### src/rtl/scl_div_pkg.sv
`timescale 1ns/1ps
package scl_div_pkg;

  // register select encoding on the write port
  localparam logic SEL_HIGH_PHASE = 1'b0;
  localparam logic SEL_CLK_CTRL   = 1'b1;

  // level of the serial clock line
  typedef enum logic {
    PH_LOW  = 1'b0,
    PH_HIGH = 1'b1
  } scl_phase_e;

endpackage

### src/rtl/scl_div_rstsync.sv
`timescale 1ns/1ps
module scl_div_rstsync #(
  parameter int STAGES = 2
) (
  input  logic clk_i,
  input  logic rst_ni,
  output logic rst_sync_no
);

  logic [STAGES-1:0] sync_q;
  logic [STAGES-1:0] sync_d;

  always_comb begin
    sync_d = {sync_q[STAGES-2:0], 1'b1};
  end

  always_ff @(posedge clk_i or negedge rst_ni) begin
    if (!rst_ni) begin
      sync_q <= '0;
    end else begin
      sync_q <= sync_d;
    end
  end

  assign rst_sync_no = sync_q[STAGES-1];

endmodule

### src/rtl/scl_div_cfg.sv
`timescale 1ns/1ps
module scl_div_cfg
  import scl_div_pkg::*;
#(
  parameter int THP_W   = 8,
  parameter int M_W     = 4,
  parameter int N_W     = 3,
  parameter int THP_MIN = 5,
  parameter int RST_THP = 'h18,
  parameter int RST_M   = 2,
  parameter int RST_N   = 0
) (
  input  logic             clk_i,
  input  logic             rst_ni,
  input  logic             wr_i,
  input  logic             sel_i,
  input  logic [7:0]       data_i,
  input  logic             load_i,
  output logic [THP_W-1:0] act_thp_o,
  output logic [M_W-1:0]   act_m_o,
  output logic [N_W-1:0]   act_n_o
);

  localparam int M_LSB = N_W;
  localparam int M_MSB = N_W + M_W - 1;
  localparam logic [THP_W-1:0] THP_FLOOR = THP_W'(THP_MIN);

  logic [THP_W-1:0] pend_thp_q, pend_thp_d;
  logic [M_W-1:0]   pend_m_q,   pend_m_d;
  logic [N_W-1:0]   pend_n_q,   pend_n_d;
  logic [THP_W-1:0] act_thp_q,  act_thp_d;
  logic [M_W-1:0]   act_m_q,    act_m_d;
  logic [N_W-1:0]   act_n_q,    act_n_d;
  logic [THP_W-1:0] thp_floored;

  // pending stage: host writes land here
  always_comb begin
    pend_thp_d = pend_thp_q;
    pend_m_d   = pend_m_q;
    pend_n_d   = pend_n_q;
    if (wr_i) begin
      if (sel_i == SEL_HIGH_PHASE) begin
        pend_thp_d = data_i[THP_W-1:0];
      end else begin
        pend_m_d = data_i[M_MSB:M_LSB];
        pend_n_d = data_i[N_W-1:0];
      end
    end
  end

  // values below the floor are raised to it before reaching the divider
  assign thp_floored = (pend_thp_q < THP_FLOOR) ? THP_FLOOR : pend_thp_q;

  // active stage: copied only at a load point
  always_comb begin
    act_thp_d = act_thp_q;
    act_m_d   = act_m_q;
    act_n_d   = act_n_q;
    if (load_i) begin
      act_thp_d = thp_floored;
      act_m_d   = pend_m_q;
      act_n_d   = pend_n_q;
    end
  end

  always_ff @(posedge clk_i or negedge rst_ni) begin
    if (!rst_ni) begin
      pend_thp_q <= THP_W'(RST_THP);
      pend_m_q   <= M_W'(RST_M);
      pend_n_q   <= N_W'(RST_N);
      act_thp_q  <= THP_W'(RST_THP);
      act_m_q    <= M_W'(RST_M);
      act_n_q    <= N_W'(RST_N);
    end else begin
      pend_thp_q <= pend_thp_d;
      pend_m_q   <= pend_m_d;
      pend_n_q   <= pend_n_d;
      act_thp_q  <= act_thp_d;
      act_m_q    <= act_m_d;
      act_n_q    <= act_n_d;
    end
  end

  assign act_thp_o = act_thp_q;
  assign act_m_o   = act_m_q;
  assign act_n_o   = act_n_q;

endmodule

### src/rtl/scl_div_chain.sv
`timescale 1ns/1ps
module scl_div_chain #(
  parameter int THP_W = 8,
  parameter int M_W   = 4,
  parameter int N_W   = 3,
  parameter int DEC   = 10
) (
  input  logic             clk_i,
  input  logic             rst_ni,
  input  logic             run_i,
  input  logic [THP_W-1:0] thp_i,
  input  logic [M_W-1:0]   m_i,
  input  logic [N_W-1:0]   n_i,
  output logic             half_end_o,
  output logic             mid_hit_o
);

  localparam int PRE_W   = (1 << N_W) - 1;
  localparam int SEG_MAX = (1 << M_W) * DEC;
  localparam int SEG_W   = $clog2(SEG_MAX);
  localparam int HALF_DEC = DEC / 2;

  localparam logic [THP_W-1:0] THP_ONE = 1;
  localparam logic [PRE_W-1:0] PRE_ONE = 1;
  localparam logic [SEG_W-1:0] SEG_ONE = 1;

  logic [THP_W-1:0] base_q, base_d;
  logic [PRE_W-1:0] pre_q,  pre_d;
  logic [SEG_W-1:0] seg_q,  seg_d;

  logic [PRE_W-1:0] pre_lim;
  logic [SEG_W-1:0] seg_lim;
  logic [SEG_W-1:0] mid_lim;
  logic             base_wrap;
  logic             pre_wrap;
  logic             seg_wrap;

  // stage limits from the active settings
  assign pre_lim = {PRE_W{1'b1}} >> (PRE_W - int'(n_i));
  assign seg_lim = SEG_W'((int'(m_i) + 1) * DEC - 1);
  assign mid_lim = SEG_W'((int'(m_i) + 1) * HALF_DEC - 1);

  // stage 1 wraps every THP+1 cycles, stage 2 every 2^N stage-1 wraps
  assign base_wrap = (base_q == thp_i);
  assign pre_wrap  = base_wrap && (pre_q == pre_lim);
  assign seg_wrap  = pre_wrap && (seg_q == seg_lim);

  always_comb begin
    base_d = base_q;
    pre_d  = pre_q;
    seg_d  = seg_q;
    if (!run_i) begin
      base_d = '0;
      pre_d  = '0;
      seg_d  = '0;
    end else begin
      base_d = base_wrap ? '0 : (base_q + THP_ONE);
      if (base_wrap) begin
        pre_d = pre_wrap ? '0 : (pre_q + PRE_ONE);
      end
      if (pre_wrap) begin
        seg_d = seg_wrap ? '0 : (seg_q + SEG_ONE);
      end
    end
  end

  always_ff @(posedge clk_i or negedge rst_ni) begin
    if (!rst_ni) begin
      base_q <= '0;
      pre_q  <= '0;
      seg_q  <= '0;
    end else begin
      base_q <= base_d;
      pre_q  <= pre_d;
      seg_q  <= seg_d;
    end
  end

  assign half_end_o = run_i && seg_wrap;
  assign mid_hit_o  = run_i && pre_wrap && (seg_q == mid_lim);

endmodule

### src/rtl/scl_div_phase.sv
`timescale 1ns/1ps
module scl_div_phase
  import scl_div_pkg::*;
(
  input  logic clk_i,
  input  logic rst_ni,
  input  logic run_i,
  input  logic half_end_i,
  input  logic mid_hit_i,
  output logic scl_o,
  output logic edge_tick_o,
  output logic sample_tick_o,
  output logic period_end_o
);

  scl_phase_e phase_q, phase_d;
  logic       edge_q,  edge_d;
  logic       smp_q,   smp_d;

  always_comb begin
    phase_d = phase_q;
    edge_d  = 1'b0;
    smp_d   = 1'b0;
    if (!run_i) begin
      phase_d = PH_HIGH;
    end else begin
      if (half_end_i) begin
        phase_d = (phase_q == PH_HIGH) ? PH_LOW : PH_HIGH;
        edge_d  = 1'b1;
      end
      smp_d = mid_hit_i && (phase_q == PH_HIGH);
    end
  end

  always_ff @(posedge clk_i or negedge rst_ni) begin
    if (!rst_ni) begin
      phase_q <= PH_HIGH;
      edge_q  <= 1'b0;
      smp_q   <= 1'b0;
    end else begin
      phase_q <= phase_d;
      edge_q  <= edge_d;
      smp_q   <= smp_d;
    end
  end

  assign scl_o         = (phase_q == PH_HIGH);
  assign edge_tick_o   = edge_q;
  assign sample_tick_o = smp_q;
  // end of the low phase closes a full period
  assign period_end_o  = half_end_i && (phase_q == PH_LOW);

endmodule

### src/rtl/scl_div.sv
`timescale 1ns/1ps
module scl_div #(
  parameter int THP_W   = 8,
  parameter int M_W     = 4,
  parameter int N_W     = 3,
  parameter int DEC     = 10,
  parameter int THP_MIN = 5,
  parameter int RST_THP = 'h18,
  parameter int RST_M   = 2,
  parameter int RST_N   = 0
) (
  input  logic       clk_i,
  input  logic       rst_ni,
  input  logic       engine_en_i,
  input  logic       cfg_wr_i,
  input  logic       cfg_sel_i,
  input  logic [7:0] cfg_data_i,
  output logic       scl_o,
  output logic       edge_tick_o,
  output logic       sample_tick_o
);

  logic             rst_sync_n;
  logic [THP_W-1:0] act_thp;
  logic [M_W-1:0]   act_m;
  logic [N_W-1:0]   act_n;
  logic             half_end;
  logic             mid_hit;
  logic             period_end;
  logic             cfg_load;

  scl_div_rstsync #(.STAGES(2)) u_rstsync (
    .clk_i       (clk_i),
    .rst_ni      (rst_ni),
    .rst_sync_no (rst_sync_n)
  );

  assign cfg_load = !engine_en_i || period_end;

  scl_div_cfg #(
    .THP_W(THP_W), .M_W(M_W), .N_W(N_W), .THP_MIN(THP_MIN),
    .RST_THP(RST_THP), .RST_M(RST_M), .RST_N(RST_N)
  ) u_cfg (
    .clk_i     (clk_i),
    .rst_ni    (rst_sync_n),
    .wr_i      (cfg_wr_i),
    .sel_i     (cfg_sel_i),
    .data_i    (cfg_data_i),
    .load_i    (cfg_load),
    .act_thp_o (act_thp),
    .act_m_o   (act_m),
    .act_n_o   (act_n)
  );

  scl_div_chain #(
    .THP_W(THP_W), .M_W(M_W), .N_W(N_W), .DEC(DEC)
  ) u_chain (
    .clk_i      (clk_i),
    .rst_ni     (rst_sync_n),
    .run_i      (engine_en_i),
    .thp_i      (act_thp),
    .m_i        (act_m),
    .n_i        (act_n),
    .half_end_o (half_end),
    .mid_hit_o  (mid_hit)
  );

  scl_div_phase u_phase (
    .clk_i         (clk_i),
    .rst_ni        (rst_sync_n),
    .run_i         (engine_en_i),
    .half_end_i    (half_end),
    .mid_hit_i     (mid_hit),
    .scl_o         (scl_o),
    .edge_tick_o   (edge_tick_o),
    .sample_tick_o (sample_tick_o),
    .period_end_o  (period_end)
  );

endmodule

### config.mk
export PLATFORM = sky130hd
export DESIGN_NAME = scl_div
export DESIGN_NICKNAME = d
export VERILOG_FILES = /design/src/rtl/scl_div_pkg.sv /design/src/rtl/scl_div_rstsync.sv /design/src/rtl/scl_div_cfg.sv /design/src/rtl/scl_div_chain.sv /design/src/rtl/scl_div_phase.sv /design/src/rtl/scl_div.sv
export SDC_FILE = /design/constraint.sdc
export NUM_CORES = 1
export LEC_CHECK = 0
export BUFFER_PORTS_ARGS = -buffer_cell sky130_fd_sc_hd__buf_2
export CORE_MARGIN = 2
export CORE_UTILIZATION = 35
export CTS_BUF_LIST = sky130_fd_sc_hd__clkbuf_8
export DETAILED_ROUTE_END_ITERATION = 8
export HOLD_SLACK_MARGIN = 0.15
export PLACE_DENSITY_LB_ADDON = 0.05
export SYNTH_ARGS = -nofsm -noshare
export SYNTH_HDL_FRONTEND = slang
export SYNTH_HIERARCHICAL = 1
export SYNTH_SLANG_ARGS = --single-unit
### constraint.sdc
create_clock -name clk_i -period 5.1 [get_ports clk_i]
set_clock_uncertainty 0.15 [all_clocks]
set_input_delay 0.51 -clock clk_i [delete_from_list [all_inputs] [get_ports clk_i]]
set_output_delay 0.51 -clock clk_i [all_outputs]
set_load 0.02 [all_outputs]
# Yosys cells after proc, flatten, opt, wreduce, memory -nomap -nowiden
# Index checks and enable logic that the tools add are counted.
# totals
elab_cells,59
in_bits,13
reg_bits,58
# classes
n_mul,2
mux,15
add_sub_neg,7
magnitude_cmp,1
bitwise,2
n_shift,1
n_eq_ne,7
n_reduce_logical,11
# op_table
op,n
8-bit two-way mux,6
"32-bit by 4-bit multiplier with 7-bit output, second input constant",1
"32-bit by 4-bit multiplier with 8-bit output, second input constant",1
"7-bit by 32-bit right shift with 7-bit output, first input constant",1
8-bit == test,3
7-bit two-way mux,3
"8-bit by 1-bit adder with 8-bit output, second input constant",2
"8-bit by 2-bit subtractor with 8-bit output, second input constant",2
"8-bit by 3-bit < comparator with 1-bit output, second input constant",1
"7-bit by 1-bit adder with 7-bit output, second input constant",1
7-bit == test,1
1-bit logical AND,7
1-bit two-way mux,6
"2-bit by 1-bit inequality test with 1-bit output, second input constant",3
"4-bit by 1-bit adder with 5-bit output, second input constant",1
2-bit AND reduction,2
"3-bit by 3-bit subtractor with 4-bit output, first input constant",1
1-bit inverter,2
1-bit logical NOT,1
1-bit logical OR,1

# Logic depth before layout (Yosys ltp)
# Gate-level depths: netlist (run 1).
# logic_depth
word_depth,8
ltp_mapped,20
mapped_depth_nobuf,16

# Modules after synthesis
# The synthesis (run 1) kept the hierarchy.
# modules_own_cells
mod,cells_each,instances,area_per_inst_um2
scl_div_chain,238,1,2075.7
scl_div_cfg,75,1,1224.9
scl_div_phase,8,1,111.4
scl_div_rstsync,3,1,53.8
scl_div,1,1,6.3

# Least setup slack after synthesis (run 1)
# Ideal clock, no wire load.
# synth_path
path_type,reg2reg
from,"register u_cfg.act_m_q[0], in the netlist u_cfg/act_m_o[0]"
to,"register u_cfg.act_thp_q[5], in the netlist u_cfg/act_thp_o[5]"
synth_period_minus_slack_ns,4.529
required_ns,4.825
setup_slack_ns,0.571
arrival_time_ns,4.253
path_stages_with_launch,20
path_cell_list,dfrtp_1 > buf_2 > nand3_1 > xor2_1 > inv_1 > ha_1 > ha_1 > inv_1 > fa_1 > xnor3_1 > xnor2_1 > xnor2_1 > or4_1 > buf_2 > nor3_1 > and2b_2 > nand2b_1 > buf_6 > buf_6 > mux2_4
# synth_between
elab_chain_len,8
# synth_rtl
item,line,source
start: declaration,scl_div_cfg.sv:32,"logic [M_W-1:0] act_m_q, act_m_d;"
start signal: assignment,scl_div_cfg.sv:72,act_m_q <= M_W'(RST_M);
start signal: assignment,scl_div_cfg.sv:79,act_m_q <= act_m_d;
4-bit by 1-bit adder with 5-bit output,scl_div_chain.sv:40,assign seg_lim = SEG_W'((int'(m_i) + 1) * DEC - 1);
32-bit by 4-bit multiplier with 7-bit output,scl_div_chain.sv:40,
8-bit by 2-bit subtractor with 8-bit output,scl_div_chain.sv:40,
8-bit == test,scl_div_chain.sv:46,assign seg_wrap = pre_wrap && (seg_q == seg_lim);
1-bit logical AND,scl_div_chain.sv:46,
1-bit logical AND,scl_div_chain.sv:79,assign half_end_o = run_i && seg_wrap;
net half_end,scl_div.sv:27,logic half_end;
1-bit logical AND,scl_div_phase.sv:51,assign period_end_o = half_end_i && (phase_q == PH_LOW);
net period_end,scl_div.sv:29,logic period_end;
1-bit logical OR,scl_div.sv:38,assign cfg_load = !engine_en_i || period_end;
net cfg_load,scl_div.sv:30,logic cfg_load;
end signal: assignment,scl_div_cfg.sv:71,act_thp_q <= THP_W'(RST_THP);
end signal: assignment,scl_div_cfg.sv:78,act_thp_q <= act_thp_d;
end: declaration,scl_div_cfg.sv:31,"logic [THP_W-1:0] act_thp_q, act_thp_d;"
# The timed path passes the listed nets, and every way through them passes these cells.
# A chain may end at the register's enable or synchronous reset.

# Worst setup path in the final report (run 1)
# layout_path
from,"register u_cfg.act_m_q[1], in the netlist u_cfg/act_m_o[1]"
to,"register u_cfg.act_thp_q[7], in the netlist u_cfg/act_thp_o[7]"
# Same word-level chain as after synthesis.

==> results of run 1 <==
## state kept, by name (all words and copies together) (netlist names)
signal	cells
u_cfg/pend_m_q	4
u_chain/pre_q	7
u_cfg/pend_n_q	3
u_cfg/act_n_o	3
u_phase/sample_tick_o	1
u_chain/seg_q	8
u_phase/edge_tick_o	1
u_chain/base_q	8
u_cfg/pend_thp_q	8
u_phase/scl_o	1
u_cfg/act_m_o	4
u_rstsync/sync_q	2
u_cfg/act_thp_o	8
## area by class of cell
cell class              count  area, um^2  area share [%]
inverters                  19        71.3            1.82
repair buffers             25         153            3.89
multi-input cells         235        1870            47.6
flip-flops and latches     58        1460            37.3
clock inverters             7        78.8            2.01
clock buffers               9         124            3.16
well taps                 133         166            4.24
## final timing paths
path,end,slack (ns),depth (start not counted)
setup / recovery,u_cfg/act_thp_o[7],0.67,16
hold / removal,u_rstsync/sync_q[1],0.22,0
setup reg to reg,u_cfg/act_thp_o[7],0.67,16
hold reg to reg,u_rstsync/sync_q[1],0.22,0
max in group asynchronous,u_chain/pre_q[4],4.06,1
min in group asynchronous,u_cfg/pend_m_q[2],0.24,1
## cells by family (layout without fill, tap and decap cells)
group | after synthesis | in the layout | synth area share, %
AO/OA/AOI/OAI | 36 | 36 | 6.96
adder cells (fa/ha/maj) | 21 | 21 | 8.22
flip-flops | 58 | 58 | 42.1
XOR/XNOR | 46 | 46 | 12.0
other | 1 | 1 | 0.108
buffers and inverters | 32 | 60 | 4.18
AND/OR/NAND/NOR | 103 | 103 | 16.1
multiplexers | 28 | 28 | 10.3
## stage by stage
stage	instance area (um^2)	hold WS, ns
floorplan	3470	0.0644
global placement	3710	0.144
detailed placement	3710	0.145
CTS	3920	0.218
global route	3920	0.227
finish	3920	0.215
## synthesized netlist by cell type, types with 2 or more instances
library cell and n:
dfrtp_1 51, xnor2_1 28, nor2_1 26, inv_1 19, ha_1 18, xor2_1 17
nand3_1 16, mux2_2 15, nand2_1 14, mux2_4 12, nand4_1 11, a21oi_1 8
clkbuf_1 8, dfstp_2 7, o21ai_0 7, o311ai_1 5, and2_1 4, and3_1 3
buf_6 3, fa_1 3, nand2b_1 3, nor3_1 3, a31oi_1 2, and3b_1 2
buf_2 2, nand3b_1 2, nor2b_1 2, nor3b_1 2, o2111ai_1 2, o211ai_1 2
o21a_1 2, or2_2 2, or3_1 2, or4_1 2
## power groups by stage
stage / combinational (mW) / sequential, mW / clock, mW
3_3_place_gp: 0.584 / 0.564 / 0
6_report: 0.577 / 0.554 / 0.430
5_1_grt: 0.674 / 0.564 / 0.466
2_1_floorplan: 0.472 / 0.550 / 0
4_1_cts: 0.588 / 0.555 / 0.449
3_5_place_dp: 0.585 / 0.564 / 0
## metal layers
layer	vias up	track usage (%)	wire length [um]
li1	1180	-	-
met1	1146	21.1	3730
met2	38	21.3	2970
met3	8	4.41	285
met4	0	3.47	79
met5	-	0	0
## worst max-delay path, stage by stage, from the launching register on
cell and delay [ns]:
dfstp_2 0.55, ha_1 0.28, xor2_1 0.29, ha_1 0.21, ha_1 0.13, inv_1 0.04, fa_1 0.37, xnor3_1 0.36
xnor2_1 0.15, xnor2_1 0.12, or4_1 0.49, nor3_1 0.18, buf_4 0.15, and2b_2 0.12, nand2b_1 0.09, buf_4 0.26
mux2_2 0.36
==> results_dict.tcl, run 1 <==
set metrics [dict create \
    final_common_cell "dfrtp_1" \
    async_flop_share_pct 100 \
    p_sw_mw 0.528 \
    cts_tree "done" \
    dieHeight_um 104 \
    numPortBuffers 15 \
    critPathKind "reg -> reg" \
    dp_hpwl_um 5100 \
    final.min_clock_period_ns 4.43 \
    ant_nets 0 \
    antenna_found_initial 0 \
    ctsRootBufferMaster "clkbuf_8" \
    dp.cells 469 \
    grt_pass1_vias 2368 \
    clock_sinks 58 \
    synth_area_leaders "dfrtp_1, xnor2_1, ha_1" \
    slew_violations 0 \
    worst_setup_path_start_kind "flip-flop" \
    max_freq_mhz 226 \
    worstPathArrival_ns 4.51 \
    drt_iter0_drc 49 \
    worstReg2RegStart "u_cfg/act_m_o[1]" \
    critical_path_required_ns 5.17 \
    p_int_mw 1.03 \
    worst_pin_slew_ns 0.732 \
    endpoint_kind "flip-flop" \
    start_util_pct 35.9 \
    vias_per_cell 4.88 \
    utilization_pct 40.5 \
    overflow 0 \
    synthesis.instances 325 \
    nNetsFinal 382 \
    die_width_um 104 \
    p_leak_nw 1.72 \
    hold_buffers 1 \
    num_vias 2372 \
    rsz0062_at_grt "false" \
    yosys_warnings 6 \
    hold_path_startpoint "u_rstsync/sync_q[0]" \
    ir_drop_mv 0.187 \
    status "completed" \
    switching_share_pct 33.8 \
    yosysSeqAreaShare_pct 42.1 \
    dp_worst_setup_slack_ns 0.678 \
    cts_buffer_depth 2 \
    row_count 36 \
    syn_area_per_cell_um2 10.7 \
    drv_cap 0 \
    path_max_fanout 18 \
    power_mw 1.56 \
    comb_power_share_pct 37.0 \
    fin_tns_setup_ns 0 \
    finalSetupViolCount 0 \
    ys_ff_latch 58 \
    dieArea_um2 10700 \
    grt_max_degree 57 \
    startpoint "u_cfg/act_m_o[1]" \
    hp-class "reg -> reg" \
    clk_pin_slew_worst_paths_ns 0.07 \
    maxSlewHeadroom_pct 51.2 \
    netlist_area_um2 3470 \
    wl_per_cell_um 14.5 \
    synth_edf_count 0 \
    nFillCells 970 \
    insertion_delay_ns 0.34 \
    synth_cell_types 54 \
    antenna_cells 0 \
    instances_no_fill 486 \
    post-route-period-util_pct 86.9 \
    grtUsageTotal_pct 14.6 \
    ios 16 \
    synth_ff_type "dfrtp_1" \
    drtPass1Iterations 4 \
    power_frac_clock_pct 27.5 \
    netlist.area_leader.share_pct 36.8 \
    wirelength_um 7070 \
    numCtsBuffers 9 \
    synth_top_area_cell "dfrtp_1" \
    core_area_um2 9680 \
    syn-num-nets 359 \
    final_cell_mix "dfrtp_1, xnor2_1, nor2_1" \
    htree_levels 3 \
    post_cts_buffers 0 \
    seqPwrFrac_pct 35.5 \
    cts_resized 0 \
    drive_gt1_share_pct 23.2 \
    place_congestion 0.806 \
    layout_setup_ws_ns 0.667 \
    power.density_nw_per_um2 398 \
    synthToLayoutAreaGrowth_pct 12.9 \
    grt_pass1_wl_um 12400 \
    final_hold_viol_count 0 \
    drc_errors 0 \
]
(Power assumes the default switching activity.)
==> run 2: changes to the inputs <==
==> constraint.sdc (replaced) <==
create_clock -name clk_i -period 4.2 [get_ports clk_i]
set_clock_uncertainty 0.15 [all_clocks]
set_input_delay 0.42 -clock clk_i [delete_from_list [all_inputs] [get_ports clk_i]]
set_output_delay 0.42 -clock clk_i [all_outputs]
set_load 0.02 [all_outputs]
==> results_dict.tcl, run 2 (synthesized netlist as in run 1, its figures left out) <==
set metrics [dict create \
    clock_sinks 58 \
    hp-class "in -> reg" \
    maxSlewHeadroom_pct 51.7 \
    cts_buffer_depth 2 \
    drv_cap 0 \
    numCtsBuffers 9 \
    final.min_clock_period_ns 3.98 \
    numPortBuffers 15 \
    startpoint "u_cfg/act_m_o[1]" \
    ant_nets 0 \
    p_sw_mw 0.647 \
    p_leak_nw 1.79 \
    slowest_stage "or4_4" \
    power_frac_clock_pct 29.6 \
    clk_pin_slew_worst_paths_ns 0.08 \
    grt_pass1_wl_um 12200 \
    status "completed" \
    switching_share_pct 32.7 \
    drive_gt1_share_pct 26.7 \
    dp_hpwl_um 5160 \
    nFillCells 964 \
    wirelength_um 7110 \
    insertion_delay_ns 0.34 \
    fin_tns_setup_ns 0 \
    worst_pin_slew_ns 0.725 \
    seqPwrFrac_pct 33.9 \
    rsz0062_at_grt "false" \
    slew_violations 0 \
    power.density_nw_per_um2 484 \
    grt_max_degree 57 \
    setup.worst_path.end "u_cfg/act_m_o[2]" \
    cts_tree "done" \
    row_count 36 \
    drtPass1Iterations 4 \
    worst_setup_path_start_kind "flip-flop" \
    worstPathArrival_ns 4.04 \
    path_max_fanout 8 \
    ios 16 \
    final_hold_viol_count 0 \
    final_common_cell "dfrtp_1" \
    die_width_um 104 \
    worstReg2RegStart "u_cfg/act_m_o[1]" \
    finalSetupViolCount 0 \
    critPathKind "reg -> reg" \
    dieHeight_um 104 \
    drc_errors 0 \
    critical_path_required_ns 4.27 \
    slowest_delay_ns 0.57 \
    ir_drop_mv 0.192 \
    drt_iter0_drc 117 \
    post-route-period-util_pct 94.6 \
    start_util_pct 35.9 \
    htree_levels 3 \
    timing.hold.ws_ns 0.186 \
    r2r-end "u_cfg/act_m_o[2]" \
    ff2ff_path_depth 16 \
    final_cell_mix "dfrtp_1, xnor2_1, nor2_1" \
    dieArea_um2 10700 \
    overflow 0 \
    ctsRootBufferMaster "clkbuf_8" \
    num_vias 2385 \
    vias_per_cell 4.84 \
    endpoint_kind "flip-flop" \
    antenna_found_initial 0 \
    comb_power_share_pct 36.5 \
    core_area_um2 9680 \
    synthToLayoutAreaGrowth_pct 17.8 \
    p_int_mw 1.33 \
    place_congestion 0.723 \
    max_freq_mhz 252 \
    grt_pass1_vias 2375 \
    nNetsFinal 389 \
    path_cells "nand3_2, xor2_2, inv_1, ha_1, ha_1, inv_1, fa_1, xor2_1, nor2_1, a31oi_1, or4_4, nor3_4, and2b_2, nand2b_4, buf_12, mux2_2" \
    rrSetupSlack_ns 0.22 \
    grtUsageTotal_pct 14.2 \
    antenna_cells 0 \
    wl_per_cell_um 14.4 \
]
[run 2: cell type report]
cell class                      count  area, um^2  share of cell area (%)
Sequential cell                    58        1460                    35.7
Clock buffer                        9         124                    3.03
Inverter                           19        71.3                    1.74
Tap cell                          133         166                    4.07
Multi-Input combinational cell    235        1920                    47.1
Clock inverter                      7         104                    2.54
Timing Repair Buffer               32         238                    5.81
[run 2: worst min-delay path by stage]
stage | from | end | slack [ns] | depth (start not counted)
floorplan | rst_ni | u_rstsync/sync_q[0] | -0.03 | 0
global placement | rst_ni | u_rstsync/sync_q[0] | 0.05 | 1
detailed placement | rst_ni | u_rstsync/sync_q[0] | 0.06 | 1
CTS | cfg_data_i[6] | u_cfg/pend_thp_q[6] | 0.17 | 2
global route | cfg_data_i[3] | u_cfg/pend_thp_q[3] | 0.18 | 2
finish | cfg_data_i[2] | u_cfg/pend_thp_q[2] | 0.19 | 2
[run 2: worst max-delay path, delay by kind of cell, from the launching register on]
kind,cells,cell delay (ns)
flip-flops,1,0.56
adder cells (fa/ha/maj),3,0.92
AO/OA/AOI/OAI,1,0.05
AND/OR/NAND/NOR,6,1.22
buffers and inverters,3,0.27
XOR/XNOR,2,0.36
multiplexers,1,0.33
[run 2: metrics by stage]
| step | setup slack [ns] | util, % | power (mW) | area (um^2) | cells |
|---|---|---|---|---|---|
| CTS | 0.0310 | 41.6 | 2.01 | 4030 | 490 |
| floorplan | 0.00661 | - | 1.25 | 3520 | 325 |
| global placement | 0.0820 | 39.0 | 1.39 | 3780 | 472 |
| detailed placement | 0.00518 | 39.0 | 1.40 | 3780 | 472 |
| global route | 0.0117 | 42.2 | 2.15 | 4090 | 493 |
| finish | 0.225 | 42.2 | 1.98 | 4090 | 493 |
[run 2: power groups by stage]
| stage | registers [mW] | logic, mW | clock network [mW] |
|---|---|---|---|
| after detailed placement | 0.684 | 0.718 | 0 |
| final | 0.672 | 0.722 | 0.585 |
| after floorplan | 0.671 | 0.575 | 0 |
| after CTS | 0.673 | 0.725 | 0.608 |
| after global placement | 0.684 | 0.710 | 0 |
| after global routing | 0.683 | 0.830 | 0.634 |
[run 2: repair_timing]
action | 4_1_cts | 5_1_grt
endpoints found under the hold margin | 3 | 0
setup buffers | 0 | 2
pin swaps | 0 | 3
hold buffers | 2 | 0
cloned | 0 | 1
resized for setup | 1 | 3
setup endpoints to repair | 6 | 12
[run 2: per-layer routing]
metal	track usage, %	vias to the layer above	routed length [um]
li1	-	1187	-
met4	5.21	0	93
met5	0	-	0
met1	20.7	1158	3720
met2	21.0	32	3120
met3	2.64	8	176
